<file path="src/rtl/lcd_serial_pkg.sv">
package lcd_serial_pkg;
  typedef enum logic [2:0] {
    ST_IDLE,
    ST_FETCH,
    ST_LOW,
    ST_HIGH,
    ST_DONE
  } lst_state_e;
endpackage

</file>
<file path="src/rtl/lcd_phase_timer.sv">
module lcd_phase_timer #(
  parameter int DIV_W = 8
) (
  input  logic             clk_i,
  input  logic             rst_ni,
  input  logic [DIV_W-1:0] div_i,
  input  logic             run_i,
  output logic             tick_o
);
  logic [DIV_W-1:0] cnt_q;
  logic [DIV_W-1:0] eff_div;

  // zero divider is clamped to one
  assign eff_div = (div_i == '0) ? DIV_W'(1) : div_i;
  assign tick_o  = run_i && (cnt_q == eff_div);

  always_ff @(posedge clk_i or negedge rst_ni) begin
    if (!rst_ni)             cnt_q <= '0;
    else if (!run_i || tick_o) cnt_q <= '0;
    else                     cnt_q <= cnt_q + DIV_W'(1);
  end
endmodule

</file>
<file path="src/rtl/lcd_bit_shifter.sv">
module lcd_bit_shifter #(
  parameter int BYTE_W = 8
) (
  input  logic              clk_i,
  input  logic              rst_ni,
  input  logic              load_i,
  input  logic [BYTE_W-1:0] data_i,
  input  logic              shift_i,
  output logic              msb_o,
  output logic              last_o
);
  localparam int IDX_W = $clog2(BYTE_W);

  logic [BYTE_W-1:0] sh_q;
  logic [IDX_W-1:0]  idx_q;

  assign msb_o  = sh_q[BYTE_W-1];
  assign last_o = (idx_q == IDX_W'(BYTE_W-1));

  always_ff @(posedge clk_i or negedge rst_ni) begin
    if (!rst_ni) begin
      sh_q  <= '1;
      idx_q <= '0;
    end else if (load_i) begin
      sh_q  <= data_i;
      idx_q <= '0;
    end else if (shift_i) begin
      sh_q  <= {sh_q[BYTE_W-2:0], 1'b1};
      idx_q <= idx_q + IDX_W'(1);
    end
  end
endmodule

</file>
<file path="src/rtl/lcd_xfer_ctrl.sv">
module lcd_xfer_ctrl
  import lcd_serial_pkg::*;
#(
  parameter int CNT_W  = 8,
  parameter int BYTE_W = 8
) (
  input  logic              clk_i,
  input  logic              rst_ni,
  input  logic              req_valid_i,
  input  logic              req_is_data_i,
  input  logic [CNT_W-1:0]  req_count_i,
  input  logic              byte_valid_i,
  input  logic [BYTE_W-1:0] byte_i,
  input  logic              tick_i,
  input  logic              last_bit_i,
  output logic              req_ready_o,
  output logic              byte_ready_o,
  output logic              load_o,
  output logic [BYTE_W-1:0] load_data_o,
  output logic              shift_o,
  output logic              run_o,
  output logic              is_data_o,
  output lst_state_e        state_o
);
  lst_state_e       state_q, state_d;
  logic [CNT_W-1:0] left_q, left_d;
  logic             is_data_q, is_data_d;

  assign req_ready_o  = (state_q == ST_IDLE);
  assign byte_ready_o = (state_q == ST_FETCH);
  assign run_o        = (state_q == ST_LOW) || (state_q == ST_HIGH);
  assign is_data_o    = is_data_q;
  assign state_o      = state_q;

  always_comb begin
    state_d     = state_q;
    left_d      = left_q;
    is_data_d   = is_data_q;
    load_o      = 1'b0;
    load_data_o = byte_i;
    shift_o     = 1'b0;
    unique case (state_q)
      ST_IDLE: begin
        if (req_valid_i) begin
          is_data_d   = req_is_data_i;
          left_d      = req_is_data_i ? req_count_i : CNT_W'(1);
          // park data line high for the first fetch
          load_o      = 1'b1;
          load_data_o = '1;
          if (req_is_data_i && (req_count_i == '0)) state_d = ST_DONE;
          else                                      state_d = ST_FETCH;
        end
      end
      ST_FETCH: begin
        if (byte_valid_i) begin
          load_o  = 1'b1;
          state_d = ST_LOW;
        end
      end
      ST_LOW: begin
        if (tick_i) state_d = ST_HIGH;
      end
      ST_HIGH: begin
        if (tick_i) begin
          if (last_bit_i) begin
            left_d  = left_q - CNT_W'(1);
            state_d = (left_q == CNT_W'(1)) ? ST_DONE : ST_FETCH;
          end else begin
            shift_o = 1'b1;
            state_d = ST_LOW;
          end
        end
      end
      ST_DONE: state_d = ST_IDLE;
      default: state_d = ST_IDLE;
    endcase
  end

  always_ff @(posedge clk_i or negedge rst_ni) begin
    if (!rst_ni) begin
      state_q   <= ST_IDLE;
      left_q    <= '0;
      is_data_q <= 1'b1;
    end else begin
      state_q   <= state_d;
      left_q    <= left_d;
      is_data_q <= is_data_d;
    end
  end
endmodule

</file>
<file path="src/rtl/lcd_serial_tx.sv">
module lcd_serial_tx
  import lcd_serial_pkg::*;
#(
  parameter int DIV_W  = 8,
  parameter int CNT_W  = 8,
  parameter int BYTE_W = 8
) (
  input  logic              clk_i,
  input  logic              rst_ni,
  input  logic [DIV_W-1:0]  div_i,
  input  logic              req_valid_i,
  output logic              req_ready_o,
  input  logic              req_is_data_i,
  input  logic [CNT_W-1:0]  req_count_i,
  input  logic              byte_valid_i,
  output logic              byte_ready_o,
  input  logic [BYTE_W-1:0] byte_i,
  output logic              cs_no,
  output logic              dsel_o,
  output logic              sclk_o,
  output logic              sdat_o,
  output logic              done_o
);
  lst_state_e        state;
  logic              tick, last_bit, load, shift, run, is_data, msb;
  logic [BYTE_W-1:0] load_data;
  logic              idle_lines;

  lcd_xfer_ctrl #(.CNT_W(CNT_W), .BYTE_W(BYTE_W)) u_ctrl (
    .clk_i        (clk_i),
    .rst_ni       (rst_ni),
    .req_valid_i  (req_valid_i),
    .req_is_data_i(req_is_data_i),
    .req_count_i  (req_count_i),
    .byte_valid_i (byte_valid_i),
    .byte_i       (byte_i),
    .tick_i       (tick),
    .last_bit_i   (last_bit),
    .req_ready_o  (req_ready_o),
    .byte_ready_o (byte_ready_o),
    .load_o       (load),
    .load_data_o  (load_data),
    .shift_o      (shift),
    .run_o        (run),
    .is_data_o    (is_data),
    .state_o      (state)
  );

  lcd_phase_timer #(.DIV_W(DIV_W)) u_timer (
    .clk_i (clk_i),
    .rst_ni(rst_ni),
    .div_i (div_i),
    .run_i (run),
    .tick_o(tick)
  );

  lcd_bit_shifter #(.BYTE_W(BYTE_W)) u_shift (
    .clk_i  (clk_i),
    .rst_ni (rst_ni),
    .load_i (load),
    .data_i (load_data),
    .shift_i(shift),
    .msb_o  (msb),
    .last_o (last_bit)
  );

  assign idle_lines = (state == ST_IDLE) || (state == ST_DONE);
  assign cs_no      = idle_lines;
  assign dsel_o     = idle_lines ? 1'b1 : is_data;
  assign sclk_o     = (state != ST_LOW);
  assign sdat_o     = idle_lines ? 1'b1 : msb;
  assign done_o     = (state == ST_DONE);
endmodule

</file>
<file path="config.mk">
export PLATFORM = sky130hd
export DESIGN_NAME = lcd_serial_tx
export DESIGN_NICKNAME = d
export VERILOG_FILES = /design/src/rtl/lcd_serial_pkg.sv /design/src/rtl/lcd_phase_timer.sv /design/src/rtl/lcd_bit_shifter.sv /design/src/rtl/lcd_xfer_ctrl.sv /design/src/rtl/lcd_serial_tx.sv
export SDC_FILE = /design/constraint.sdc
export NUM_CORES = 1
export LEC_CHECK = 0
export ABC_CLOCK_PERIOD_IN_PS = 2500
export BUFFER_PORTS_ARGS = -buffer_cell sky130_fd_sc_hd__buf_2
export CAP_MARGIN = 20
export CELL_PAD_IN_SITES_DETAIL_PLACEMENT = 0
export CELL_PAD_IN_SITES_GLOBAL_PLACEMENT = 1
export CORE_MARGIN = 4
export CORE_UTILIZATION = 42
export DETAILED_ROUTE_END_ITERATION = 16
export PLACE_DENSITY_LB_ADDON = 0.1
export REMOVE_ABC_BUFFERS = 1
export SYNTH_ARGS = -nofsm -noshare
export SYNTH_HDL_FRONTEND = slang
export SYNTH_HIERARCHICAL = 1
export SYNTH_SLANG_ARGS = --single-unit
</file>
<file path="constraint.sdc">
create_clock -name clk_i -period 2.5 [get_ports clk_i]
set_clock_uncertainty 0.1 [all_clocks]
set_input_delay 0.125 -clock clk_i [delete_from_list [all_inputs] [get_ports clk_i]]
set_output_delay 0.125 -clock clk_i [all_outputs]
set_load 0.02 [all_outputs]
</file>
* Yosys cells after proc, flatten, opt, wreduce, memory -nomap -nowiden
Cells that the tools add are included.
Operators by class: add/subtract/negate cells 3, equality and inequality tests 13, muxes and demuxes 29, reduce and logical (&&, ||, !) cells 14
Operators by type and width (number):
- 2-to-1 mux 8 bit | 10
- 2-to-1 mux 3 bit | 9
- zero test 8 bit | 2
- case mux 8 bit (2 select lines) | 1
- case mux 3 bit (4 select lines) | 1
- adder 8 x 1 -> 8 bit, second input constant | 1
- == test 8 x 1 -> 1 bit, second input constant | 1
- == test 8 bit | 1
- AND reduction 4 bit | 2
- subtractor 8 x 1 -> 8 bit, second input constant | 1
- 2-to-1 mux 1 bit | 7
- == test 3 x 2 -> 1 bit, second input constant | 2
- == test 3 bit, second input constant | 2
- inequality test 2 bit, second input constant | 3
- inequality test 2 x 1 -> 1 bit, second input constant | 2
- nonzero test 2 bit | 2
- adder 3 x 1 -> 3 bit, second input constant | 1
- == test 3 x 1 -> 1 bit, second input constant | 1
- zero test 3 bit | 1
- logical OR 1 bit | 3
- inequality test 3 x 2 -> 1 bit, second input constant | 1
- logical AND 1 bit | 2
- case mux 1 bit (2 select lines) | 1
- AND reduction 2 bit | 1
- zero test 1 bit | 1
Storage, ports and cells: logic and storage cells 65, register bits 31

* Longest topological paths before layout
Gate-level depths: netlist of the first run.
word-level depth 8, mapped depth 9

* By module
Netlist of the first run, hierarchy kept.
By module, submodules not included:
- lcd_xfer_ctrl | seq. area each 301.5 um^2, area each 882.1 um^2, times used 1, cells an instance 107
- lcd_bit_shifter | seq. area each 285.3 um^2, area each 518.0 um^2, times used 1, cells an instance 46
- lcd_phase_timer | seq. area each 200.2 um^2, area each 515.5 um^2, times used 1, cells an instance 53
- lcd_serial_tx | seq. area each 0.0 um^2, area each 35.0 um^2, times used 1, cells an instance 5

* Least setup slack after synthesis of the first run
No wires, ideal clock.
path type reg2reg, start register u_timer.cnt_q[6], end register u_shift.idx_q[1], stages on the path, launching flop included 9, arrival time 2046 ps, buffers on the path 1, path slack 236 ps, setup time 118 ps, required time 2282 ps, cells stage by stage dfrtp_1 xnor2_1 nand4_1 nor2_1 and3_1 nor3b_1 buf_6 mux2i_1 nor2_1
Between the ends: longest elaborated chain between the ends 5
RTL lines:
- from (decl) | RTL line lcd_phase_timer.sv:10 | logic [DIV_W-1:0] cnt_q;
- from (signal assigned) | RTL line lcd_phase_timer.sv:20 | else cnt_q <= cnt_q + DIV_W'(1);
- == test 8 bit | RTL line lcd_phase_timer.sv:15 | assign tick_o = run_i && (cnt_q == eff_div);
- logical AND 1 bit | RTL line lcd_phase_timer.sv:15
- named net tick | RTL line lcd_serial_tx.sv:25 | logic tick, last_bit, load, shift, run, is_data, msb;
- 2-to-1 mux 1 bit | RTL line lcd_xfer_ctrl.sv:64 | if (tick_i) begin
- 2-to-1 mux 1 bit | RTL line lcd_xfer_ctrl.sv:42 | unique case (state_q)
- named net shift | RTL line lcd_serial_tx.sv:25
- nonzero test 2 bit (no source line)
- to (signal assigned) | RTL line lcd_bit_shifter.sv:29 | idx_q <= idx_q + IDX_W'(1);
- to (decl) | RTL line lcd_bit_shifter.sv:15 | logic [IDX_W-1:0] idx_q;
The timed path passes the listed nets, and every way through them passes these cells. A chain may end at the register's enable or synchronous reset.

* Final worst setup path of the first run
start register u_timer.cnt_q[6], end register u_ctrl.left_q[1]
Between the ends: longest elaborated chain between the ends 4
RTL lines:
- == test 8 bit | RTL line lcd_phase_timer.sv:15
- logical AND 1 bit | RTL line lcd_phase_timer.sv:15
- named net tick | RTL line lcd_serial_tx.sv:25
- inequality test 2 x 1 -> 1 bit (no source line)
- AND reduction 4 bit (no source line)
- to (signal assigned) | RTL line lcd_xfer_ctrl.sv:86 | left_q <= left_d;
- to (decl) | RTL line lcd_xfer_ctrl.sv:26 | logic [CNT_W-1:0] left_q, left_d;
The timed path passes the listed nets, and every way through them passes these cells.

==> results.toml, run 1 <==
[yosys]
yosysWarnings = 6
syn-cell-area_sq_um = 1950
ys_types = 46
synth_edf_count = 0
synth_ff_type = "dfrtp_1"
synth_seq_area_share_pct = 40.3
avgSynthCellArea_sq_um = 9.24
synthArstFlopShare_pct = 100
yosys_register_bits = 31
synth_cells = 211

[die]
core_sq_um = 4410
start_util_pct = 44.2
fp.dieW_um = 76.2
row_count = 24
ios = 36
fp.dieH_um = 76.2
die_area_sq_um = 5800

[critical_path]
cp_slowest_cell = "dfrtp_1"
cp_top_family = "compound AO/OA/AOI/OAI gates"
crit_type = "reg -> reg"
crit_top_cell = "nand4_1"
path_buf_inv = 0
max_stage_delay_ns = 0.41
start_kind = "flip-flop"
required_ns = 2.56
crit_arrival_ns = 2.26
path_max_fanout = 16
worstPathCellList = "xnor2_1, nand4_1, nor2_1, and3_1, nand4_1, a21o_1, a311oi_1, a21oi_1"
crit_path_end_kind = "flip-flop"

[global_routing]
track_usage_pct = 15.9
grt_pass1_vias = 1623
grt_start_max_net_pins = 32
grt_pass1_wl_um = 7680
grt-ovfl-total = 0
antenna_found_initial = 0

[clock_network]
cts_root_buf = "clkbuf_8"
clock_latency_ns = 0.28
clk_path_buf_depth = 2
clk_pin_slew_ns = 0.07
cts_setup_buffers = 0
numCtsBuffers = 5
cts.htree.levels = 2
tritoncts = "built"
clock_sinks = 31

[layout]
drive_gt1_share_pct = 29.9
finalInstanceArea_sq_um = 2300
fin_nets = 287
area_delta_synth_final_pct = 17.7
antenna_cells = 0
fillers = 420

[route]
via_per_inst = 5.44
vias = 1666
wl_um = 4210
drc = 0
drtAntennaViolNets = 0
dr.pass1.iters = 4
wl_per_cell_um = 13.8
dr.first_iter.drc_count = 55

[timing]
timing.fmax_ghz = 0.454
finalHoldViolations = 0
slew_viol_final = 0
tightest_slew_ns = 0.699
relSlewSlack_pct = 53.4
fin_crit_ns = 2.20
rsz0062_at_grt = "no"
whs_ns = 0.0264
min_period_over_period_pct = 88.2
setup_viol = 0

[placement]
place_hpwl_um = 3180
port_buffers = 35
placed_cell_area_sq_um = 2190
gp_congestion = 0.798

[power_and_ir_drop]
ir_worst_vdd_mv = 0.360
p_per_area_nw_per_um2 = 770
leakagePower_nw = 0.986

[run]
maxCapViolCount = 0

[min_path]
worstHoldPathType = "in -> reg"

[outcome]
outcome = "finished clean"
==> worst min-delay path, stage by stage <==
cell and delay [ns]:
buf_2 0.09, a31oi_1 0.06, o21ai_1 0.10
==> kinds of logic after synthesis <==
| logic type | share of synthesized area [%] |
|---|---|
| simple gates | 22.4 |
| buf+inv | 4.49 |
| xor+xnor | 6.67 |
| flops | 40.3 |
| compound gates | 16.6 |
| mux | 6.29 |
| fa+ha+maj | 3.21 |
==> registers in the layout (all words and copies together), names as in the netlist <==
register and flops:
u_ctrl/is_data_o 1, u_ctrl/left_q 8, u_shift/sh_q 8, u_ctrl/state_o 3
u_shift/idx_q 3, u_timer/cnt_q 8
==> routing by layer <==
layer	routed length, um	GRT usage [%]	up-vias
met4	52	4.72	0
met2	1970	25.5	34
met1	1960	20.9	781
li1	-	-	845
met5	0	0	-
met3	218	4.26	6
==> per-stage QoR <==
step | power (mW) | TNS (ns) | setup WS [ns] | cells | utilization [%]
floorplan | 1.18 | -5.88 | -0.572 | 201 | -
global placement | 1.38 | 0 | 0.362 | 297 | 49.7
detailed placement | 1.38 | 0 | 0.311 | 297 | 49.7
CTS | 1.79 | 0 | 0.294 | 306 | 52.0
global route | 1.91 | 0 | 0.102 | 306 | 52.0
finish | 1.77 | 0 | 0.295 | 306 | 52.0
==> synth_stat cells (all sizes together), types with 2 or more instances <==
cell	n	area share, %
a211oi	5	2.2
a21oi	9	2.5
a31oi	7	2.2
a32oi	2	0.90
and3	4	1.3
buf	8	3.1
clkbuf	2	0.39
dfrtp	22	28
dfstp	9	12
ha	5	3.2
inv	5	0.96
mux2	2	1.2
mux2i	10	5.1
nand2	15	2.9
nand3	5	1.3
nand3b	2	0.77
nand4	3	0.96
nor2	19	3.7
nor3	9	2.6
nor3b	6	2.3
nor4	3	1.3
o21ai	22	5.6
o21bai	2	0.77
or2	8	2.6
or3b	2	0.90
xnor2	12	5.4
xor2	2	1.3
==> worst paths after layout <==
check	from	endpoint	slack (ns)	depth (start not counted)
max	u_timer/cnt_q[6]	u_ctrl/left_q[1]	0.30	8
min	req_count_i[4]	u_ctrl/left_q[4]	0.03	3
max reg2reg	u_timer/cnt_q[6]	u_ctrl/left_q[1]	0.30	8
min reg2reg	u_shift/sh_q[0]	u_shift/sh_q[0]	0.44	2
max in group asynchronous	rst_ni	u_timer/cnt_q[7]	1.52	2
min in group asynchronous	rst_ni	u_ctrl/left_q[2]	0.32	2
==> cell usage in the layout (no fill, tap or decap), types with 4 or more instances in the layout <==
cell,Yosys,final
a211oi_1,4,4
a21oi_1,8,8
a31oi_1,7,7
and3_1,4,4
buf_2,4,35
buf_4,1,9
clkbuf_8,0,6
dfrtp_1,22,22
dfstp_2,9,9
ha_1,5,5
inv_1,5,5
mux2i_1,10,10
nand2_1,15,15
nand3_1,5,5
nor2_1,19,19
nor3_1,8,8
nor3b_1,6,5
o21ai_0,8,8
o21ai_1,14,14
or2_2,8,8
xnor2_1,12,12
==> repair_timing <==
action	4_1_cts	5_1_grt
setup endpoints to repair	0	0
resized for setup	0	0
hold buffers	1	0
endpoints found under the hold margin	22	0
==> where the power goes <==
part	internal (mW)	switching [mW]	total, mW
registers	0.647	0.130	0.777
logic	0.284	0.308	0.592
clock network	0.222	0.178	0.400
total	1.15	0.616	1.77
==> area by class of cell <==
cell class                 count  area (sq um)  area share [%]
inverter                       5          18.8           0.817
tap                           52          65.1            2.83
timing repair buffer          45           253            11.0
clock buffer                   7          86.3            3.76
multi-input combinational    165          1080            47.1
sequential                    31           787            34.3
clock inverter                 1          5.00           0.218
Note: power is estimated with default switching activity, not from simulation.
==> run 2: changes to the inputs <==
- CORE_ASPECT_RATIO: unset -> 0.5
==> results.toml, run 2 (synthesized netlist as in run 1, its figures left out) <==
[outcome]
outcome = "finished clean"

[timing]
min_period_over_period_pct = 88.7
rsz0062_at_grt = "no"
slew_viol_final = 0
tightest_slew_ns = 0.685
setup_viol = 0
final.setup.worst_slack_ns = 0.283
fin_crit_ns = 2.22
finalHoldViolations = 0
timing.fmax_ghz = 0.451
relSlewSlack_pct = 54.3
tns_ns = 0

[placement]
port_buffers = 35
dp_cells = 301
pre_cts_slack_ns = 0.245
place_hpwl_um = 3230
gp_congestion = 0.834

[die]
fp.dieW_um = 104
row_count = 17
start_util_pct = 43.9
ios = 36
core_sq_um = 4450
fp.dieH_um = 56.2
die_area_sq_um = 5860

[route]
drtAntennaViolNets = 0
via_per_inst = 5.34
drc = 0
dr.pass1.iters = 4
wl_per_cell_um = 13.5
dr.first_iter.drc_count = 44
wl_um = 4180
vias = 1655

[critical_path]
start_kind = "flip-flop"
path_max_fanout = 16
required_ns = 2.55
crit_arrival_ns = 2.26
crit_path_end_kind = "flip-flop"
rr_worst_depth = 8
reg2reg_setup_slack_ns = 0.28
r2r-end = "u_ctrl/left_q[1]"
r2r_start = "u_timer/cnt_q[4]"
crit_type = "reg -> reg"

[power_and_ir_drop]
leakagePower_nw = 0.981
ir_worst_vdd_mv = 0.353
p_per_area_nw_per_um2 = 766
power_mw = 1.76

[global_routing]
track_usage_pct = 14.9
antenna_found_initial = 0
grt_pass1_vias = 1548
grt_start_max_net_pins = 32
grt-ovfl-total = 0
grt_pass1_wl_um = 7180

[min_path]
worstHoldPathCells = 4
worstHoldPathType = "in -> reg"
holdPathEnd = "u_shift/sh_q[0]"
hp-start = "byte_i[0]"

[layout]
antenna_cells = 0
drive_gt1_share_pct = 29.6
fin_nets = 286
multi_input_area_sq_um = 1080
final_cells = 310
reg_top3 = "u_ctrl/left_q x8, u_shift/sh_q x8, u_timer/cnt_q x8"
fillers = 435
final_cell_mix = "35 x buf_2, 22 x dfrtp_1, 19 x nor2_1"
seqCellArea_sq_um = 787
final_common_cell = "buf_2"
fin_util_pct = 51.6
area_delta_synth_final_pct = 17.6

[clock_network]
numCtsBuffers = 5
cts_root_buf = "clkbuf_8"
cts_setup_buffers = 0
tritoncts = "built"
cts_resized = 0
clk_path_buf_depth = 2
cts.hold.buffers_added = 1
clock_sinks = 31
clk_pin_slew_ns = 0.07
clock_latency_ns = 0.27
cts.htree.levels = 2

[run]
maxCapViolCount = 0
-- run 2: changes by cell type in the layout (fill, tap and decap cells not counted) --
| cell | previous run | this run |
|---|---|---|
| buf_4 | 9 | 8 |
-- run 2: final cells by class --
class	count	share of cell area, %
multi-input combinational	165	47.1
clock inverter	1	0.218
inverter	5	0.818
clock buffer	7	3.76
sequential	31	34.3
timing repair buffer	44	10.7
tap	57	3.11
-- run 2: worst max-delay path, stage by stage (launching register included) --
cell and delay (ns):
dfrtp_1 0.42, xnor2_1 0.20, nand4_1 0.18, nor2_1 0.17, and3_1 0.21, nand4_1 0.11
a21o_1 0.35, a311oi_1 0.30, a21oi_1 0.06
-- run 2: how the worst max path moves through the flow --
stage                     startpoint                to  slack [ns]  cells after the start
floorplan           u_timer/cnt_q[6]  u_shift/idx_q[1]       -0.57                      7
global placement            div_i[4]  u_ctrl/left_q[1]        0.28                      9
detailed placement          div_i[4]  u_ctrl/left_q[1]        0.25                      9
CTS                 u_timer/cnt_q[4]  u_ctrl/left_q[1]        0.26                      8
global route        u_timer/cnt_q[4]  u_ctrl/left_q[1]        0.05                      8
finish              u_timer/cnt_q[4]  u_ctrl/left_q[1]        0.28                      8
-- run 2: report_power, final --
| part | internal [mW] | total [mW] | switching, mW |
|---|---|---|---|
| Combinational | 0.274 | 0.586 | 0.312 |
| Clock | 0.222 | 0.399 | 0.178 |
| Sequential | 0.648 | 0.772 | 0.125 |
| Total | 1.14 | 1.76 | 0.614 |
-- run 2: per-layer routing --
metal  global-route usage [%]  part of all wire [%]  up-vias
met5                        0                     0        -
met4                     2.65                  0.29        0
met3                     4.40                   4.7        2
met2                     23.8                    47       34
met1                     20.4                    48      779
li1                         -                     -      840
-- run 2: stage by stage --
| stage | hold slack (ns) | instance area, sq um |
|---|---|---|
| after CTS | 0.0312 | 2290 |
| after detailed placement | 0.114 | 2190 |
| after floorplan | -0.271 | 1880 |
| after global placement | 0.116 | 2190 |
| final | 0.0372 | 2290 |
| after global routing | 0.0594 | 2290 |
